===== src/rtl/ctl_duty_pkg.sv =====
package ctl_duty_pkg;

    typedef enum logic {
        MODE_INDEX = 1'b0,
        MODE_MARK  = 1'b1
    } disc_mode_e;

    typedef struct packed {
        logic s1;
        logic s2;
        logic prev;
    } sync_st_t;

    typedef struct packed {
        logic flag;
        logic valid;
    } result_st_t;

endpackage


===== src/rtl/ctl_sync.sv =====
module ctl_sync
    import ctl_duty_pkg::*;
(
    input  logic clk_i,
    input  logic rst_ni,
    input  logic pin_i,
    output logic rise_o,
    output logic fall_o
);

    sync_st_t st_d, st_q;

    always_comb begin
        st_d      = st_q;
        st_d.s1   = pin_i;
        st_d.s2   = st_q.s1;
        st_d.prev = st_q.s2;
    end

    always_ff @(posedge clk_i or negedge rst_ni) begin
        if (!rst_ni) st_q <= '0;
        else         st_q <= st_d;
    end

    assign rise_o = st_q.s2 & ~st_q.prev;
    assign fall_o = ~st_q.s2 & st_q.prev;

endmodule


===== src/rtl/ctl_period_counter.sv =====
module ctl_period_counter #(
    parameter int CNT_W = 16
) (
    input  logic             clk_i,
    input  logic             rst_ni,
    input  logic             rise_i,
    input  logic             fall_i,
    output logic             done_o,
    output logic [CNT_W-1:0] high_o,
    output logic [CNT_W-1:0] per_o,
    output logic             sat_o
);

    localparam logic [CNT_W-1:0] MAXV = {CNT_W{1'b1}};
    localparam logic [CNT_W-1:0] ONE  = {{(CNT_W-1){1'b0}}, 1'b1};

    typedef struct packed {
        logic             armed;
        logic             in_high;
        logic             sat;
        logic [CNT_W-1:0] per;
        logic [CNT_W-1:0] high;
    } cnt_st_t;

    cnt_st_t st_d, st_q;

    always_comb begin
        st_d   = st_q;
        done_o = 1'b0;
        if (rise_i) begin
            done_o       = st_q.armed & ~st_q.sat;
            st_d.armed   = 1'b1;
            st_d.in_high = 1'b1;
            st_d.sat     = 1'b0;
            st_d.per     = ONE;
            st_d.high    = ONE;
        end else begin
            if (st_q.per == MAXV) st_d.sat = 1'b1;
            else                  st_d.per = st_q.per + ONE;
            if (fall_i)                                 st_d.in_high = 1'b0;
            else if (st_q.in_high && st_q.high != MAXV) st_d.high    = st_q.high + ONE;
        end
    end

    always_ff @(posedge clk_i or negedge rst_ni) begin
        if (!rst_ni) st_q <= '0;
        else         st_q <= st_d;
    end

    assign high_o = st_q.high;
    assign per_o  = st_q.per;
    assign sat_o  = st_q.sat;

endmodule


===== src/rtl/ctl_duty_compare.sv =====
module ctl_duty_compare
    import ctl_duty_pkg::*;
#(
    parameter int CNT_W     = 16,
    parameter int THR_INDEX = 44,
    parameter int THR_MARK  = 66
) (
    input  logic             clk_i,
    input  logic             rst_ni,
    input  logic             done_i,
    input  disc_mode_e       mode_i,
    input  logic [CNT_W-1:0] high_i,
    input  logic [CNT_W-1:0] per_i,
    output logic             flag_o,
    output logic             valid_o
);

    localparam int PW = CNT_W + 7;

    result_st_t      st_d, st_q;
    logic [PW-1:0]   lhs, rhs, thr;
    logic            above;

    always_comb begin
        thr   = (mode_i == MODE_MARK) ? PW'(THR_MARK) : PW'(THR_INDEX);
        lhs   = PW'(high_i) * PW'(100);
        rhs   = PW'(per_i) * thr;
        above = lhs > rhs;
        st_d       = st_q;
        st_d.valid = done_i;
        if (done_i) st_d.flag = (mode_i == MODE_MARK) ? ~above : above;
    end

    always_ff @(posedge clk_i or negedge rst_ni) begin
        if (!rst_ni) st_q <= '0;
        else         st_q <= st_d;
    end

    assign flag_o  = st_q.flag;
    assign valid_o = st_q.valid;

endmodule


===== src/rtl/ctl_duty_disc.sv =====
module ctl_duty_disc
    import ctl_duty_pkg::*;
#(
    parameter int CNT_W     = 16,
    parameter int THR_INDEX = 44,
    parameter int THR_MARK  = 66
) (
    input  logic clk_i,
    input  logic rst_ni,
    input  logic ctl_i,
    input  logic mode_i,
    output logic flag_o,
    output logic valid_o
);

    logic             rise_w, fall_w, done_w, sat_w;
    logic [CNT_W-1:0] high_w, per_w;
    disc_mode_e       mode_w;

    assign mode_w = disc_mode_e'(mode_i);

    ctl_sync u_sync (
        .clk_i  (clk_i),
        .rst_ni (rst_ni),
        .pin_i  (ctl_i),
        .rise_o (rise_w),
        .fall_o (fall_w)
    );

    ctl_period_counter #(.CNT_W(CNT_W)) u_cnt (
        .clk_i  (clk_i),
        .rst_ni (rst_ni),
        .rise_i (rise_w),
        .fall_i (fall_w),
        .done_o (done_w),
        .high_o (high_w),
        .per_o  (per_w),
        .sat_o  (sat_w)
    );

    ctl_duty_compare #(
        .CNT_W    (CNT_W),
        .THR_INDEX(THR_INDEX),
        .THR_MARK (THR_MARK)
    ) u_cmp (
        .clk_i  (clk_i),
        .rst_ni (rst_ni),
        .done_i (done_w),
        .mode_i (mode_w),
        .high_i (high_w),
        .per_i  (per_w),
        .flag_o (flag_o),
        .valid_o(valid_o)
    );

endmodule


===== config.mk =====
export PLATFORM = sky130hd
export DESIGN_NAME = ctl_duty_disc
export DESIGN_NICKNAME = d
export VERILOG_FILES = /design/src/rtl/ctl_duty_pkg.sv /design/src/rtl/ctl_sync.sv /design/src/rtl/ctl_period_counter.sv /design/src/rtl/ctl_duty_compare.sv /design/src/rtl/ctl_duty_disc.sv
export SDC_FILE = /design/constraint.sdc
export NUM_CORES = 1
export LEC_CHECK = 0
export BUFFER_PORTS_ARGS = -buffer_cell sky130_fd_sc_hd__clkbuf_2
export CAP_MARGIN = 30
export CORE_UTILIZATION = 57
export CTS_CLUSTER_DIAMETER = 50
export DETAILED_ROUTE_END_ITERATION = 8
export PLACE_DENSITY = 0.73
export REMOVE_ABC_BUFFERS = 1
export SKIP_CTS_REPAIR_TIMING = 1
export SLEW_MARGIN = 20
export SYNTH_ARGS = -nofsm -noshare
export SYNTH_HDL_FRONTEND = slang
export SYNTH_HIERARCHICAL = 1
export SYNTH_SLANG_ARGS = --single-unit

===== constraint.sdc =====
create_clock -name clk_i -period 5.7 [get_ports clk_i]
set_input_delay 0.285 -clock clk_i [delete_from_list [all_inputs] [get_ports clk_i]]
set_output_delay 0.285 -clock clk_i [all_outputs]
set_load 0.01 [all_outputs]

==> key figures <==
Run status
  • Status: complete, but fails checks
  • Failing checks: hold timing

Final layout
  • Area taken by multi-input logic gates: 0.00507 sq mm
  • # fillers: 957
  • Fin cells: 889
  • Flip-flop and latch area: 0.00100 sq mm
  • Layout cells sized above 1: 7.10%
  • # diodes: 0
  • Net count, final: 918
  • Area delta synth->final: 1.78%

GRT
  • Overall global routing resource usage: 22.7%
  • Vias in the first global route: 5051
  • Remaining Overflow, GRT: 0
  • Largest net degree at the start of global routing: 41
  • Initial antenna violation count: 0
  • First-pass GRT wire length: 23300 microns

Placed design
  • # port buffers: 5
  • Placed cell count: 882
  • DP Wirelength: 10600 microns
  • GPL Wtd Cong: 0.867

Yosys
  • Yosys cell types: 73
  • Yosys warns: 6
  • Syn Area/Cell: 8.60 sq um
  • Post-synth EDFFs: 0
  • Top post-synthesis cells by area: ha_1, dfrtp_1, fa_1
  • Cell count after synthesis: 783
  • Ys flop type: dfrtp_1
  • Synth top area share: 25.1%
  • Mapped Area: 0.00673 sq mm
  • #FFs+latches synth: 40
  • Synth area leader: ha_1
  • Sequential area share after synthesis: 14.9%
  • Post-synthesis async set-or-reset flop share: 100%

Clocking
  • Root Driver: clkbuf_16
  • Worst-skew pair later-pin latency: 0.29 ns
  • Max H-tree Level: 2
  • CTS Sinks: 40
  • CTS tree: built
  • Clock Path Buffers: 2
  • TritonCTS Buffers: 5
  • Clock slew at reported path FFs: 0.06 ns

Drt
  • First drt pass iteration count: 5
  • Wire length per cell: 14.9 microns
  • Routed Antenna Nets: 0
  • Number of remaining DRC errors: 0
  • Drt total wl: 13200 microns
  • Vias post-DR: 5294
  • Iteration-0 DRC Markers: 243
  • Vias/cell: 5.96

Floorplanning
  • Initial Util: 58.7%
  • FP Rows: 39
  • Die ar.: 0.0122 sq mm
  • Core box area: 0.0115 sq mm
  • Num ports: 6
  • Die width: 111 microns
  • Die Ht: 111 microns

STA
  • Final min period: 5.43 ns
  • Max Fclk: 184 MHz
  • Clk_skew: 0.00569 ns
  • Final Max Tran Viols: 0
  • Final Hold Violating Endpoints: 7
  • Setup TNS: 0 ns
  • Slew of the pin with the lowest slew margin: 0.832 ns
  • Fin crit share: 95.2%
  • Hold_ws: -0.00925 ns
  • Final setup fails: 0
  • Slew headroom: 44.1%

Worst setup path
  • Critical Path RT: 5.87 ns
  • Max incr delay on CP: 0.50 ns
  • WP data arrival: 5.60 ns
  • Critical path endpoint category: register
  • CP Cell Sequence: and2_1 > fa_1 > ha_1 > fa_1 > ha_1 > inv_1 > fa_1 > nor2b_4 > o2111ai_2 > a41oi_2 > o2111a_1 > a211oi_1 > a2bb2oi_1 > ha_1 > nand4_1 > nor4_1 > a22oi_1 > nand3_1 > mux2i_1 > or2_2
  • Cell at the slowest stage of the critical path: fa_1
  • Crit-path max FO: 7
  • CP startpoint kind: register
  • Crit path kind: register to register

Hold path
  • Hold Crit Class: input pin to async pin

Power
  • Lkg Pwr: 3.71 nW
  • Worst vdd ir: 0.262 mV
  • Cell Pwr Density: 172 mW/mm^2

Run
  • Max cap viols: 0
placed cells by master, fill, tap and decap left out, drive strengths merged, types with 10 or more instances in the layout:
cell      n
nand3    17
xor2     11
o31ai    10
o21ai    25
and2     10
or3      11
nor3     15
fa       33
nand4    12
nand2    48
xnor2    20
ha      135
nor2b    19
a21o     23
a21oi    43
dfrtp    40
inv      92
nor2     39
clkbuf   12
nand2b   10
cell type report:
class,instances,area share (%)
Sequential cell,40,14.6
Multi-Input combinational cell,596,74.0
Timing Repair Buffer,11,1.50
Clock buffer,7,2.23
Inverter,92,5.04
Tap cell,143,2.61
power by group:
part           internal (mW)  switching (mW)
combinational          0.235           0.298
sequential             0.307          0.0384
clock                  0.184           0.116
total                  0.726           0.452
logic make-up after synthesis:
logic type | Yosys count | synth area share [%]
AND/OR/NAND/NOR | 231 | 18.9
adder cells (fa/ha/maj) | 168 | 34.9
AO/OA/AOI/OAI | 156 | 15.7
buffers and inverters | 147 | 10.1
flip-flops | 40 | 14.9
XOR/XNOR | 31 | 4.03
multiplexers | 9 | 1.39
other | 1 | 0.0557
sequential cells by signal, indices dropped and copies added (netlist names):
register       flops
u_cnt/high_o      16
u_cnt/per_o       16
u_cnt/st_q         2
u_sync/st_d        2
u_cmp/flag_o       1
u_cmp/valid_o      1
u_cnt/sat_o        1
u_sync/st_q        1
path summary, 6_finish.rpt:
path | startpoint | to | slack, ns | cells after the start
max in group asynchronous | rst_ni | u_sync/st_d[1] | 5.18 | 2
worst min register to register | u_sync/st_d[1] | u_sync/st_d[0] | 0.36 | 0
worst min-delay path | rst_ni | u_cnt/per_o[15] | -0.009 | 1
worst max register to register | u_cnt/per_o[4] | u_cmp/flag_o | 0.27 | 20
min in group clk_i | ctl_i | u_sync/st_d[1] | 0.10 | 1
worst max-delay path | u_cnt/per_o[4] | u_cmp/flag_o | 0.27 | 20
synth_stat cells, types with 3 or more instances:
library cell  count
nor3_1           15
nand4_1          10
nor2b_1          18
nor4_1            8
nand2b_1          9
a211oi_1          6
xor2_1           11
nor3b_1           5
o21a_1            8
o31ai_1          10
fa_1             33
and3_1            8
nand2_1          48
dfrtp_1          40
inv_1            92
nor2_1           39
nand3_1          17
buf_2             3
a31o_2            3
and2_1           10
a21oi_1          43
or2_2             6
clkbuf_1         18
and4_1            3
o21ai_0          22
a31oi_1           9
o31a_1            3
buf_4            33
ha_1            135
mux2i_1           6
or4_1             8
or3_1            11
a21o_1           22
xnor2_1          20
worst max-delay path, delay by kind of cell (launching register included):
kind                     cells  cell delay [ns]
adder cells (fa/ha/maj)      6             2.30
AND/OR/NAND/NOR              6             1.36
AO/OA/AOI/OAI                6             1.04
flip-flops                   1             0.46
buffers and inverters        1             0.07
multiplexers                 1             0.07
per-layer routing:
metal  routed length, microns  vias up  share of wire, %  GRT usage [%]
li1                         -     2663                 -              -
met1                     6510     2529                49           32.0
met2                     6180       92                47           37.5
met3                      377       10               2.9           2.08
met4                      142        0               1.1           5.24
met5                        0        -                 0              0
per-stage QoR:
stage	utilization (%)	total power [mW]	hold slack (ns)	cell area, sq um	worst slack (ns)
2_1_floorplan	-	0.724	-0.0106	6400	0.700
3_3_place_gp	58.0	0.846	0.334	6650	0.301
3_5_place_dp	58.3	0.878	0.316	6680	0.0218
4_1_cts	59.6	1.18	0.00734	6830	0.123
5_1_grt	59.7	1.28	0.0406	6850	-0.00487
6_report	59.7	1.18	-0.00925	6850	0.273
(Power assumes the default switching activity.)
